File: src/rtl/prio_intc_pkg.sv
package prio_intc_pkg;

  localparam int BW = 8;

  typedef enum logic [2:0] {
    CFG_IDLE,
    CFG_BASE,
    CFG_CASC,
    CFG_MODE,
    CFG_RUN
  } cfg_step_t;

  localparam int          INIT_BIT  = 4;
  localparam int          AEOI_BIT  = 1;
  localparam logic [7:0]  CMD_NSEOI = 8'h20;
  localparam logic [4:0]  SEOI_TAG  = 5'b01100;

endpackage

File: src/rtl/prio_intc_capture.sv
module prio_intc_capture #(
  parameter int N_IN = 8
) (
  input  logic            clk,
  input  logic            rst,
  input  logic            clr,
  input  logic [N_IN-1:0] lines,
  input  logic [N_IN-1:0] level_sel,
  input  logic [N_IN-1:0] ack_clr,
  output logic [N_IN-1:0] irr
);

  logic [N_IN-1:0] prev_q;
  logic [N_IN-1:0] irr_q;
  logic [N_IN-1:0] irr_d;

  genvar gi;
  generate
    for (gi = 0; gi < N_IN; gi++) begin : g_line
      assign irr_d[gi] = level_sel[gi] ? lines[gi]
                       : ((irr_q[gi] & ~ack_clr[gi]) | (lines[gi] & ~prev_q[gi]));
    end
  endgenerate

  always_ff @(posedge clk) begin
    if (rst || clr) begin
      prev_q <= '0;
      irr_q  <= '0;
    end else begin
      prev_q <= lines;
      irr_q  <= irr_d;
    end
  end

  assign irr = irr_q;

endmodule

File: src/rtl/prio_intc_resolve.sv
module prio_intc_resolve #(
  parameter int N_IN = 8,
  parameter int IW   = $clog2(N_IN)
) (
  input  logic [N_IN-1:0] irr,
  input  logic [N_IN-1:0] imr,
  input  logic [N_IN-1:0] isr,
  output logic            win_vld,
  output logic [N_IN-1:0] win_oh,
  output logic [IW-1:0]   win_idx,
  output logic [N_IN-1:0] isr_top_oh
);

  localparam logic [N_IN-1:0] ONE = {{(N_IN-1){1'b0}}, 1'b1};

  logic [N_IN-1:0] req;
  logic [N_IN-1:0] req_oh;
  logic [N_IN-1:0] isr_oh;

  assign req    = irr & ~imr;
  assign req_oh = req & (~req + ONE);
  assign isr_oh = isr & (~isr + ONE);

  assign win_vld    = (req != '0) && ((isr == '0) || (req_oh < isr_oh));
  assign win_oh     = req_oh;
  assign isr_top_oh = isr_oh;

  always_comb begin
    win_idx = '0;
    for (int i = 0; i < N_IN; i++) begin
      if (req_oh[i]) win_idx = win_idx | IW'(i);
    end
  end

endmodule

File: src/rtl/prio_intc_ctl.sv
module prio_intc_ctl
  import prio_intc_pkg::*;
#(
  parameter int N_IN = 8,
  parameter int IW   = $clog2(N_IN)
) (
  input  logic            clk,
  input  logic            rst,
  input  logic            wr_en,
  input  logic            rd_en,
  input  logic            addr,
  input  logic [BW-1:0]   wdata,
  input  logic            ack,
  input  logic [N_IN-1:0] irr,
  input  logic            win_vld,
  input  logic [N_IN-1:0] win_oh,
  input  logic [IW-1:0]   win_idx,
  input  logic [N_IN-1:0] isr_top_oh,
  output logic            init_clr,
  output logic [N_IN-1:0] ack_clr,
  output logic [N_IN-1:0] isr,
  output logic [N_IN-1:0] imr,
  output logic [BW-1:0]   rdata,
  output logic [BW-1:0]   vec,
  output logic            int_out
);

  cfg_step_t       step_q;
  logic [BW-1:0]   base_q;
  logic            aeoi_q;
  logic            sel_isr_q;
  logic [N_IN-1:0] isr_q;
  logic [N_IN-1:0] imr_q;
  logic [BW-1:0]   rdata_q;
  logic [BW-1:0]   vec_q;
  logic            int_q;

  logic            running;
  logic            cmd_wr;
  logic            dat_wr;
  logic            init_go;
  logic            nseoi;
  logic            seoi;
  logic            rdsel_cmd;
  logic            grant;
  logic [N_IN-1:0] seoi_oh;
  logic [N_IN-1:0] eoi_clr;
  logic [N_IN-1:0] isr_set;
  logic [BW-1:0]   sel_rd;

  assign running   = (step_q == CFG_RUN);
  assign cmd_wr    = wr_en & ~addr;
  assign dat_wr    = wr_en & addr;
  assign init_go   = cmd_wr & wdata[INIT_BIT];
  assign nseoi     = cmd_wr & (wdata == CMD_NSEOI);
  assign seoi      = cmd_wr & (wdata[7:3] == SEOI_TAG);
  assign rdsel_cmd = cmd_wr & ~wdata[INIT_BIT] & (wdata[7:5] == 3'b000) & wdata[3] & wdata[1];
  assign grant     = ack & win_vld & running;

  genvar gi;
  generate
    for (gi = 0; gi < N_IN; gi++) begin : g_seoi
      assign seoi_oh[gi] = (wdata[2:0] == 3'(gi));
    end
  endgenerate

  assign eoi_clr  = (nseoi ? isr_top_oh : '0) | (seoi ? seoi_oh : '0);
  assign isr_set  = (grant && !aeoi_q) ? win_oh : '0;
  assign ack_clr  = grant ? win_oh : '0;
  assign init_clr = init_go;

  always_comb begin
    if (addr)           sel_rd = BW'(imr_q);
    else if (sel_isr_q) sel_rd = BW'(isr_q);
    else                sel_rd = BW'(irr);
  end

  always_ff @(posedge clk) begin
    if (rst) begin
      step_q    <= CFG_IDLE;
      base_q    <= '0;
      aeoi_q    <= 1'b0;
      sel_isr_q <= 1'b0;
      isr_q     <= '0;
      imr_q     <= '0;
    end else if (init_go) begin
      step_q    <= CFG_BASE;
      sel_isr_q <= 1'b0;
      isr_q     <= '0;
      imr_q     <= '0;
    end else begin
      isr_q <= (isr_q & ~eoi_clr) | isr_set;
      if (rdsel_cmd) sel_isr_q <= wdata[0];
      if (dat_wr) begin
        case (step_q)
          CFG_BASE: begin
            base_q <= wdata;
            step_q <= CFG_CASC;
          end
          CFG_CASC: step_q <= CFG_MODE;
          CFG_MODE: begin
            aeoi_q <= wdata[AEOI_BIT];
            step_q <= CFG_RUN;
          end
          CFG_RUN:  imr_q <= wdata[N_IN-1:0];
          default:  step_q <= step_q;
        endcase
      end
    end
  end

  always_ff @(posedge clk) begin
    if (rst) begin
      rdata_q <= '0;
      vec_q   <= '0;
      int_q   <= 1'b0;
    end else begin
      int_q <= running & win_vld;
      if (rd_en) rdata_q <= sel_rd;
      if (ack)   vec_q   <= grant ? (base_q + BW'(win_idx)) : (base_q + BW'(N_IN - 1));
    end
  end

  assign isr     = isr_q;
  assign imr     = imr_q;
  assign rdata   = rdata_q;
  assign vec     = vec_q;
  assign int_out = int_q;

endmodule

File: src/rtl/prio_intc.sv
module prio_intc
  import prio_intc_pkg::*;
#(
  parameter int N_IN = 8
) (
  input  logic            clk,
  input  logic            rst,
  input  logic            bus_wr,
  input  logic            bus_rd,
  input  logic            bus_addr,
  input  logic [7:0]      bus_wdata,
  output logic [7:0]      bus_rdata,
  input  logic [N_IN-1:0] irq_in,
  input  logic [N_IN-1:0] irq_level,
  input  logic            irq_ack,
  output logic            irq_out,
  output logic [7:0]      irq_vec
);

  localparam int IW = (N_IN > 1) ? $clog2(N_IN) : 1;

  logic [N_IN-1:0] irr_w;
  logic [N_IN-1:0] isr_w;
  logic [N_IN-1:0] imr_w;
  logic [N_IN-1:0] win_oh_w;
  logic [N_IN-1:0] isr_top_w;
  logic [N_IN-1:0] ack_clr_w;
  logic [IW-1:0]   win_idx_w;
  logic            win_vld_w;
  logic            init_clr_w;

  prio_intc_capture #(.N_IN(N_IN)) u_cap (
    .clk       (clk),
    .rst       (rst),
    .clr       (init_clr_w),
    .lines     (irq_in),
    .level_sel (irq_level),
    .ack_clr   (ack_clr_w),
    .irr       (irr_w)
  );

  prio_intc_resolve #(.N_IN(N_IN), .IW(IW)) u_res (
    .irr        (irr_w),
    .imr        (imr_w),
    .isr        (isr_w),
    .win_vld    (win_vld_w),
    .win_oh     (win_oh_w),
    .win_idx    (win_idx_w),
    .isr_top_oh (isr_top_w)
  );

  prio_intc_ctl #(.N_IN(N_IN), .IW(IW)) u_ctl (
    .clk        (clk),
    .rst        (rst),
    .wr_en      (bus_wr),
    .rd_en      (bus_rd),
    .addr       (bus_addr),
    .wdata      (bus_wdata),
    .ack        (irq_ack),
    .irr        (irr_w),
    .win_vld    (win_vld_w),
    .win_oh     (win_oh_w),
    .win_idx    (win_idx_w),
    .isr_top_oh (isr_top_w),
    .init_clr   (init_clr_w),
    .ack_clr    (ack_clr_w),
    .isr        (isr_w),
    .imr        (imr_w),
    .rdata      (bus_rdata),
    .vec        (irq_vec),
    .int_out    (irq_out)
  );

endmodule

File: config.mk
export PLATFORM = sky130hd
export DESIGN_NAME = prio_intc
export DESIGN_NICKNAME = d
export VERILOG_FILES = /design/src/rtl/prio_intc_pkg.sv /design/src/rtl/prio_intc_capture.sv /design/src/rtl/prio_intc_resolve.sv /design/src/rtl/prio_intc_ctl.sv /design/src/rtl/prio_intc.sv
export SDC_FILE = /design/constraint.sdc
export NUM_CORES = 1
export LEC_CHECK = 0
export CORE_MARGIN = 5
export CORE_UTILIZATION = 56
export CTS_BUF_LIST = sky130_fd_sc_hd__clkbuf_4 sky130_fd_sc_hd__clkbuf_8
export DETAILED_ROUTE_END_ITERATION = 8
export PLACE_DENSITY_LB_ADDON = 0.08
export SYNTH_ARGS = -nofsm -noshare
export SYNTH_HDL_FRONTEND = slang
export SYNTH_SLANG_ARGS = --single-unit
File: constraint.sdc
create_clock -name clk -period 5.5 [get_ports clk]
set_clock_uncertainty 0.2 [all_clocks]
set_input_delay 1.375 -clock clk [delete_from_list [all_inputs] [get_ports clk]]
set_output_delay 1.375 -clock clk [all_outputs]
set_load 0.03 [all_outputs]
==> summary.md, run 1 <==
| Metric | Value |
|---|---|
| Routed wire per std cell | 16.5 um |
| Worst-path fanout max | 6 |
| Final Util | 0.703 |
| Worst vdd ir | 165 uV |
| Post-Route WL | 8260 um |
| Routability Congestion | 0.942 |
| Synth unique cells | 54 |
| Reg2reg path depth | 16 |
| Number of global-route vias before repair | 2678 |
| Vias per cell | 5.81 |
| Pre-CTS setup slack | 1.09 ns |
| Top-Level Pins | 47 |
| Pwr Density | 260 mW/mm^2 |
| Syn_area_per_cell | 8.42 um^2 |
| Yosys warns | 0 |
| First DRT Iteration DRCs | 226 |
| Share of layout cells above drive strength 1 | 0.0678 |
| Area Overhead vs Synth | 21.9% |
| RSZ-0062 raised after global routing | false |
| # clock sinks | 62 |
| Syn Inst Count | 380 |
| WP data required | 5.56 ns |
| Clock Path Buffers | 2 |
| Clk slew on worst S/H paths | 0.07 ns |
| Hold endpoint | u_ctl.vec[4]$_SDFFE_PP0P_ |
| Post-CTS Setup Bufs | 0 |
| Fin crit period | 4.39 ns |
| Antenna violations before repair | 0 |
| Fin. Hold Viols | 0 |
| Core area | 0.00554 mm^2 |
| Synthesized area | 0.00320 mm^2 |
| Die width | 85.6 um |
| Global-route wire length before repair | 13200 um |
| R2R Setup Slk | 1.11 ns |
| Die ar. | 0.00732 mm^2 |
| Register bit total from synthesis | 62 |
| Reg2reg start | u_ctl.isr[1]$_SDFF_PP0_ |
| Mapped Nets | 421 |
| DR DRC count | 0 |
| Run status | complete, no violations |
| Slew HR | 0.506 |
| PnR worst setup slack | 1.11 ns |
| Net count, final | 465 |
| CP arrival | 4.46 ns |
| Total number of vias | 2907 |
| Die height | 85.6 um |
| DRT Pass-1 Iters | 4 |
| Hold WC Path Type | flip-flop to flip-flop |
| Largest net degree at the start of global routing | 30 |
| Detail Route Antenna Nets | 0 |
| Max Cap Viol | 0 |
| # setup viols final | 0 |
| Root Buffer | clkbuf_8 |
| Starting Density | 0.577 |
| Worst Setup Start Kind | flip-flop |
| Crit path kind | flip-flop to flip-flop |
| WHS Path Cells | 2 |
| Leakage | 1.43 nW |
| Max-slew violation count | 0 |
| Worst Max-Slew Pin Slew | 0.739 ns |
| Critical R2R Capture | u_ctl.vec[7]$_SDFFE_PP0P_ |
| FMAX | 228 MHz |
| Total GRT Usage | 0.231 |
| Clock latency on the worst-skew pair | 0.34 ns |
| Total CTS buffers | 9 |
| CP Capture Type | flip-flop |
| Post-DP HPWL | 6220 um |
| Setup TNS | 0 ns |
| Seq/Total Area, Yosys | 0.388 |
| CTS tree | yes |
| Hold_buf cts | 0 |
| Hold_sp | u_ctl.vec[4]$_SDFFE_PP0P_ |
| # H-tree levels | 3 |
| Global route total overflow | 0 |
| # diodes | 0 |
| Cell row count | 27 |
| Final period util | 0.799 |
| Post-CTS sizing | 0 |
| Port Buffers | 46 |
[cell families after synthesis]
kind of cell	after synthesis	synth area share
adder cells (fa/ha/maj)	11	0.0454
flip-flops	62	0.388
multiplexers	29	0.0908
buffers and inverters	33	0.0419
XOR/XNOR	6	0.0164
AO/OA/AOI/OAI	89	0.177
AND/OR/NAND/NOR	150	0.240
[critical path, cell delays in order (launching register included)]
cell and delay (ns):
dfxtp_1 0.38, nor4_2 0.56, nand2_1 0.16, nor2_1 0.12, nand2_1 0.07, ha_1 0.29
a21oi_1 0.15, o21ai_0 0.16, a21oi_4 0.21, o21ai_2 0.13, or4_1 0.62, ha_1 0.30
a21o_1 0.17, a21oi_1 0.30, nor3_1 0.12, xnor2_1 0.14, a211oi_1 0.21
[cell usage in the layout (no fill, tap or decap), drive strengths merged, types with 3 or more instances in the layout]
cell / n
ha: 10
nand3: 12
inv: 16
mux2i: 29
a41oi: 5
nor2b: 6
a211oi: 4
a221oi: 3
nor3: 6
clkbuf: 11
and3: 3
and2: 8
nand2b: 11
and3b: 3
clkdlybuf4s50: 46
nand2: 38
dfxtp: 62
o211ai: 3
nand4: 4
a21o: 3
nor2: 45
o31ai: 3
o21ai: 36
buf: 4
a21oi: 18
xnor2: 4
or3: 3
[state kept, by name (all words and copies together), names as in the netlist]
signal,count
u_cap.prev_q,8
u_cap.irr,8
u_ctl.rdata,8
u_ctl.int_out,1
u_ctl.sel_isr_q,1
u_ctl.imr,8
u_ctl.isr,8
u_ctl.base_q,8
u_ctl.aeoi_q,1
u_ctl.step_q,3
u_ctl.vec,8
[through the flow]
step	area, um^2	total power, mW	instances	hold slack [ns]
floorplan	3200	0.563	380	0.256
global placement	3700	0.618	485	0.271
detailed placement	3700	0.621	485	0.281
CTS	3900	1.02	500	0.291
global route	3900	1.06	500	0.322
finish	3900	1.01	500	0.287
[layer usage]
metal	up-vias	share of wire	global-route usage
met5	-	0	0
met4	0	0.029	0.117
met3	24	0.068	0.0394
met2	102	0.46	0.374
met1	1343	0.45	0.297
li1	1438	-	-
[where the power goes]
group          leakage [nW]  switching (mW)  total, mW  internal [mW]
Clock                0.0986           0.178      0.400          0.223
Combinational         0.828          0.0789      0.139         0.0600
Sequential            0.506          0.0105      0.474          0.464
Total                  1.43           0.267       1.01          0.746
[Yosys cell counts (all sizes together)]
cell     count  share of area
a31oi        2         0.0039
a211oi       4         0.0094
ha          10          0.039
clkbuf      12          0.014
a21o         3         0.0070
xor2         2         0.0055
fa           1         0.0063
a21boi       1         0.0023
a311oi       1         0.0027
o21ai       36          0.058
or4          2         0.0047
o31ai        3         0.0070
o21a         1         0.0023
dfxtp       62           0.39
nor2        45          0.054
o22ai        1         0.0020
nor3b        2         0.0063
nor2b        6          0.012
a41oi        5          0.014
and3         3         0.0059
nor3         6          0.011
a221oi       3         0.0082
nand4        4         0.0078
nor4bb       1         0.0031
nand2       38          0.045
nand3b       2         0.0047
a21oi       18          0.032
o32ai        1         0.0027
nand2b      11          0.022
xnor2        4          0.011
o211ai       3         0.0070
and3b        3         0.0082
o2111ai      2         0.0055
buf          5         0.0090
o32a         1         0.0031
nand3       12          0.019
nor4b        2          0.010
mux2i       29          0.091
or3          3         0.0059
o311ai       2         0.0055
nor4         2         0.0059
and2         8          0.016
a31o         2         0.0055
inv         16          0.019
[final cells by class]
class                      count  area, um^2
fill                         481        1640
sequential                    62        1240
clock buffer                  11         145
inverter                      16        60.1
clock inverter                 4        47.5
tap                           72        90.1
timing repair buffer          50         490
multi-input combinational    285        1820
[worst max path at each step]
stage	end	slack, ns	cells after the start	from
2_1_floorplan	u_ctl.vec[7]$_SDFFE_PP0P_	1.59	16	u_ctl.isr[1]$_SDFF_PP0_
3_3_place_gp	u_ctl.vec[7]$_SDFFE_PP0P_	1.22	10	irq_ack
3_5_place_dp	u_ctl.vec[7]$_SDFFE_PP0P_	1.09	10	irq_ack
4_1_cts	u_ctl.vec[7]$_SDFFE_PP0P_	1.11	16	u_ctl.isr[1]$_SDFF_PP0_
5_1_grt	u_ctl.vec[7]$_SDFFE_PP0P_	0.77	16	u_ctl.isr[1]$_SDFF_PP0_
6_report	u_ctl.vec[7]$_SDFFE_PP0P_	1.11	16	u_ctl.isr[1]$_SDFF_PP0_
No activity file was read; power rests on OpenSTA's default activity.
==> run 2, diff against run 1 <==
- CORE_UTILIZATION: 56 -> 51
- clock period: 5.5 -> 3.65 ns (I/O delays scaled with it)
==> summary.md, run 2 (synthesis results as in run 1) <==
| Metric | Value |
|---|---|
| Pwr Density | 372 mW/mm^2 |
| RSZ-0062 raised after global routing | true |
| Reg2reg path depth | 16 |
| Power Total | 1.67 mW |
| P_sw | 419 uW |
| Vias per cell | 5.78 |
| Global route total overflow | 0 |
| Slowest CP cell | or4_4 |
| Die width | 89.2 um |
| Final period util | 1.02 |
| # H-tree levels | 3 |
| Footprint of the multi-input gates | 0.00193 mm^2 |
| Area Overhead vs Synth | 39.9% |
| Fin crit period | 3.72 ns |
| # diodes | 0 |
| Comb pwr share | 0.162 |
| Core area | 0.00603 mm^2 |
| DRT Pass-1 Iters | 5 |
| Max-slew violation count | 0 |
| Total number of vias | 3242 |
| Root Buffer | clkbuf_8 |
| Crit path kind | flip-flop to flip-flop |
| Worst Setup Start Kind | flip-flop |
| Max Cap Viol | 0 |
| Net count, final | 522 |
| PnR worst setup slack | -0.0738 ns |
| Post-DP HPWL | 6970 um |
| Clock Path Buffers | 2 |
| Die height | 89.2 um |
| Commonest non-fill, non-tap cells in the layout | 61 x buf_4, 55 x dfxtp_1, 46 x clkdlybuf4s50_1, 42 x nor2_1, 37 x nand2_1 |
| Clk slew on worst S/H paths | 0.07 ns |
| Hold_sp | u_ctl.vec[2]$_SDFFE_PP0P_ |
| R2R Setup Slk | -0.07 ns |
| Top-Level Pins | 47 |
| FMAX | 269 MHz |
| DR DRC count | 0 |
| Routed wire per std cell | 17.0 um |
| Starting Density | 0.531 |
| First DRT Iteration DRCs | 254 |
| # setup viols final | 5 |
| Clock latency on the worst-skew pair | 0.35 ns |
| CTS tree | yes |
| Critical Path Max Stage Delay | 0.53 ns |
| Leakage | 1.75 nW |
| Internal Pwr Total | 1.25 mW |
| Final Util | 0.742 |
| Global-route wire length before repair | 15200 um |
| WP data required | 3.67 ns |
| Post-Route WL | 9550 um |
| Critical R2R Capture | u_ctl.vec[6]$_SDFFE_PP0P_ |
| Cell row count | 28 |
| Routability Congestion | 0.951 |
| Worst Max-Slew Pin Slew | 0.673 ns |
| Antenna violations before repair | 0 |
| Top cell family by delay on the critical path | simple AND/OR/NAND/NOR gates |
| # clock sinks | 62 |
| Worst-path fanout max | 3 |
| Commonest non-fill, non-tap cell in the layout | buf_4 |
| Layout fillers | 457 |
| Hold endpoint | u_ctl.vec[2]$_SDFFE_PP0P_ |
| Critical-path cell list | nor4_4, buf_4, nand3b_1, ha_1, a21oi_2, o21ai_2, a21oi_4, o21ai_2, or4_4, ha_4, fa_2, a21oi_2, nor2b_1, nand3_1, xor2_1, a211oi_1 |
| Fin. Hold Viols | 0 |
| Largest net degree at the start of global routing | 29 |
| CP Capture Type | flip-flop |
| Reg2reg start | u_ctl.isr[1]$_SDFF_PP0_ |
| Sequential share of power | 0.428 |
| Clock Power Share | 0.410 |
| CP arrival | 3.75 ns |
| CP bufs+invs | 1 |
| Port Buffers | 46 |
| Detail Route Antenna Nets | 0 |
| DP Area | 0.00408 mm^2 |
| Worst vdd ir | 295 uV |
| Failing checks | negative setup slack |
| Slew HR | 0.551 |
| Share of layout cells above drive strength 1 | 0.233 |
| Final std cell area, no fill | 0.00447 mm^2 |
| Hold WC Path Type | flip-flop to flip-flop |
| Number of global-route vias before repair | 3032 |
| Sw Share | 0.252 |
| WHS Path Cells | 2 |
| Setup TNS | -0.237 ns |
| Total CTS buffers | 9 |
| Die ar. | 0.00795 mm^2 |
| Sequential Area | 0.00125 mm^2 |
| Total GRT Usage | 0.258 |
| Run status | finished with violations |
| Hold_buf cts | 0 |
## run 2: changes by cell type in the layout (fill, tap and decap cells not counted), moves of 3 or more
| cell | before | now |
|---|---|---|
| a21oi_2 | 0 | 4 |
| dfxtp_1 | 62 | 55 |
| buf_4 | 4 | 61 |
| a21oi_1 | 17 | 13 |
| nand2b_4 | 0 | 3 |
| dfxtp_2 | 0 | 7 |
## run 2: worst max-delay path by stage
stage                              start  depth (start not counted)                   endpoint
2_1_floorplan    u_ctl.isr[3]$_SDFF_PP0_                         16  u_ctl.vec[7]$_SDFFE_PP0P_
6_report         u_ctl.isr[1]$_SDFF_PP0_                         16  u_ctl.vec[6]$_SDFFE_PP0P_
3_5_place_dp     u_cap.irr[3]$_SDFF_PP0_                         17  u_ctl.vec[6]$_SDFFE_PP0P_
3_3_place_gp     u_cap.irr[3]$_SDFF_PP0_                         17  u_ctl.vec[6]$_SDFFE_PP0P_
4_1_cts        u_ctl.imr[0]$_SDFFE_PP0P_                         16  u_ctl.vec[6]$_SDFFE_PP0P_
5_1_grt          u_ctl.isr[1]$_SDFF_PP0_                         16  u_ctl.vec[6]$_SDFFE_PP0P_
## run 2: final cells by class
| class | count | area share |
|---|---|---|
| well taps | 75 | 0.0210 |
| multi-input cells | 285 | 0.431 |
| clock inverters | 4 | 0.0157 |
| inverters | 16 | 0.0134 |
| flip-flops and latches | 62 | 0.279 |
| clock buffers | 12 | 0.0341 |
| repair buffers | 107 | 0.205 |
## run 2: metal layers
| metal | up-vias | routed length (um) | GRT usage |
|---|---|---|---|
| li1 | 1556 | - | - |
| met5 | - | 0 | 0 |
| met2 | 132 | 4240 | 0.413 |
| met3 | 31 | 684 | 0.0470 |
| met1 | 1523 | 4300 | 0.338 |
| met4 | 0 | 319 | 0.119 |
## run 2: power by group through the flow
stage	combinational [mW]	clock, mW	sequential [mW]
global route	0.292	0.729	0.716
global placement	0.244	0	0.726
finish	0.269	0.683	0.713
CTS	0.261	0.692	0.713
floorplan	0.110	0	0.740
detailed placement	0.247	0	0.727
## run 2: per-stage QoR
stage	hold WS, ns	setup WS, ns	std cells
6_report	0.283	-0.0738	561
3_5_place_dp	0.280	-0.132	534
5_1_grt	0.325	-0.257	561
4_1_cts	0.289	-0.0105	556
2_1_floorplan	0.256	-0.00741	380
3_3_place_gp	0.272	-0.0797	534
## run 2: tightest hold or removal path: cells and delay by family, from the launching register on
kind	cells	cell delay, ns
AO/OA/AOI/OAI	1	0.05
flip-flops	1	0.31
AND/OR/NAND/NOR	1	0.08
## run 2: repair_timing
action / in CTS / in global routing
setup endpoints to repair: 6 / 6
pin swaps: 14 / 12
resized for setup: 21 / 3
setup buffers: 6 / 5
==> run 3, diff against run 2 <==
- CORE_ASPECT_RATIO: not set -> 0.8
- GPL_ROUTABILITY_DRIVEN: not set -> 1
==> summary.md, run 3 (synthesis results as in run 1) <==
| Metric | Value |
|---|---|
| CP Capture Type | flip-flop |
| Routability Congestion | 0.977 |
| Fin crit period | 3.80 ns |
| Root Buffer | clkbuf_8 |
| Layout fillers | 461 |
| Total CTS buffers | 9 |
| Fin cells | 583 |
| Top cell family by delay on the critical path | buffers and inverters |
| # H-tree levels | 3 |
| Clk slew on worst S/H paths | 0.07 ns |
| Run status | finished with violations |
| Worst vdd ir | 237 uV |
| Clock Path Buffers | 2 |
| Die width | 98.5 um |
| Worst Max-Slew Pin Slew | 0.643 ns |
| Max Cap Viol | 0 |
| Worst Setup Start Kind | flip-flop |
| Slew HR | 0.571 |
| Fin. Hold Viols | 0 |
| Critical Path Max Stage Delay | 0.39 ns |
| DRT Pass-1 Iters | 5 |
| WP data required | 3.69 ns |
| Detail Route Antenna Nets | 0 |
| Clock latency on the worst-skew pair | 0.34 ns |
| Die ar. | 0.00796 mm^2 |
| Failing checks | negative setup slack |
| Hold Worst Slack | 0.293 ns |
| Max-slew violation count | 0 |
| Global route total overflow | 0 |
| Antenna violations before repair | 0 |
| DR DRC count | 0 |
| Pwr Density | 368 mW/mm^2 |
| Net count, final | 538 |
| FMAX | 263 MHz |
| Crit path kind | flip-flop to flip-flop |
| Final period util | 1.04 |
| Largest net degree at the start of global routing | 29 |
| Port Buffers | 46 |
| Post-Route WL | 10300 um |
| PnR worst setup slack | -0.149 ns |
| Total number of vias | 3340 |
| Die height | 80.8 um |
| Critical path's most frequent cell | buf_4 |
| Hold_buf cts | 0 |
| Share of layout cells above drive strength 1 | 0.259 |
| Global-route wire length before repair | 16000 um |
| CP arrival | 3.84 ns |
| RSZ-0062 raised after global routing | true |
| Worst-path fanout max | 3 |
| Placed instance count | 545 |
| Cell row count | 25 |
| Post-DP HPWL | 7380 um |
| Core area | 0.00601 mm^2 |
| Top-Level Pins | 47 |
| Critical-path cell list | nor4_4, nand2_2, buf_6, buf_4, buf_4, buf_4, buf_4, buf_4, buf_4, buf_4, buf_4, buf_4, buf_4, buf_4, buf_4, buf_4, buf_4, buf_4, buf_4, buf_4, nor3_4, nor2_2, a31o_2 |
| Leakage | 1.85 nW |
| # clock sinks | 62 |
| Commonest non-fill, non-tap cell in the layout | buf_4 |
| Area Overhead vs Synth | 45.1% |
| Vias per cell | 5.73 |
| Commonest non-fill, non-tap cells in the layout | 76 x buf_4, 60 x dfxtp_1, 46 x clkdlybuf4s50_1, 40 x nor2_1, 35 x nand2_1 |
| Hold WC Path Type | flip-flop to flip-flop |
| First DRT Iteration DRCs | 258 |
| CP bufs+invs | 18 |
| Total GRT Usage | 0.260 |
| Slowest CP cell | nor4_4 |
| Routed wire per std cell | 17.6 um |
| Starting Density | 0.532 |
| Number of global-route vias before repair | 3124 |
| # diodes | 0 |
| CTS tree | yes |
| # setup viols final | 4 |
## run 3: changes by cell type in the layout (fill, tap and decap cells not counted), sizes merged
cell,previous run,this run
buf,61,77
clkinv,2,1
clkbuf,12,13
## run 3: metrics by stage
| stage | power (mW) | setup TNS, ns | setup WS [ns] | area [um^2] | util |
|---|---|---|---|---|---|
| 6_report | 1.71 | -0.274 | -0.149 | 4640 | 0.773 |
| 5_1_grt | 1.77 | -0.950 | -0.199 | 4640 | 0.773 |
| 4_1_cts | 1.70 | 0 | 0.00463 | 4540 | 0.756 |
| 3_5_place_dp | 0.986 | -0.337 | -0.113 | 4120 | 0.686 |
| 3_3_place_gp | 0.982 | -0.0765 | -0.0535 | 4120 | 0.686 |
| 2_1_floorplan | 0.850 | -0.00741 | -0.00741 | 3220 | - |
## run 3: final cells by class
type,instances,area (um^2),share of cell area
clock inverter,3,65.1,0.0140
clock buffer,13,173,0.0372
multi-input combinational,285,1960,0.422
timing repair buffer,123,1040,0.225
tap,81,101,0.0218
sequential,62,1240,0.268
inverter,16,60.1,0.0129
## run 3: worst reg2reg max path, cell delays in order, from the launching register on
cell and delay, ns:
dfxtp_2 0.34, nor4_4 0.39, nand2_2 0.13, buf_6 0.13
buf_4 0.12, buf_4 0.12, buf_4 0.12, buf_4 0.12
buf_4 0.12, buf_4 0.13, buf_4 0.13, buf_4 0.12
buf_4 0.12, buf_4 0.12, buf_4 0.13, buf_4 0.13
buf_4 0.13, buf_4 0.13, buf_4 0.12, buf_4 0.12
buf_4 0.14, nor3_4 0.12, nor2_2 0.06, a31o_2 0.21
## run 3: worst paths after layout
| path | depth (start not counted) | end | slack, ns | from |
|---|---|---|---|---|
| worst min-delay path | 2 | u_ctl.rdata[0]$_SDFFE_PP0P_ | 0.29 | u_ctl.rdata[0]$_SDFFE_PP0P_ |
| worst min register to register | 2 | u_ctl.rdata[0]$_SDFFE_PP0P_ | 0.29 | u_ctl.rdata[0]$_SDFFE_PP0P_ |
| worst max register to register | 23 | u_ctl.isr[7]$_SDFF_PP0_ | -0.15 | u_ctl.isr[3]$_SDFF_PP0_ |
| worst max-delay path | 23 | u_ctl.isr[7]$_SDFF_PP0_ | -0.15 | u_ctl.isr[3]$_SDFF_PP0_ |
## run 3: timing repair
action / 4_1_cts / 5_1_grt
buffers inserted: 20 / 2
pin swaps: 9 / 22
gates resized for setup: 8 / 18
endpoints found under the setup margin: 5 / 8
hold endpoints to repair: 0 / 0
## run 3: report_power, final
part / switching, mW / internal [mW]
clock network: 0.268 / 0.447
registers: 0.0141 / 0.699
logic: 0.145 / 0.133
total: 0.427 / 1.28
## run 3: metal layers
layer	up-vias	routed length, um	track usage
met5	-	0	0
met4	0	191	0.0819
met3	24	828	0.0575
met2	166	4540	0.408
met1	1567	4700	0.359
li1	1583	-	-
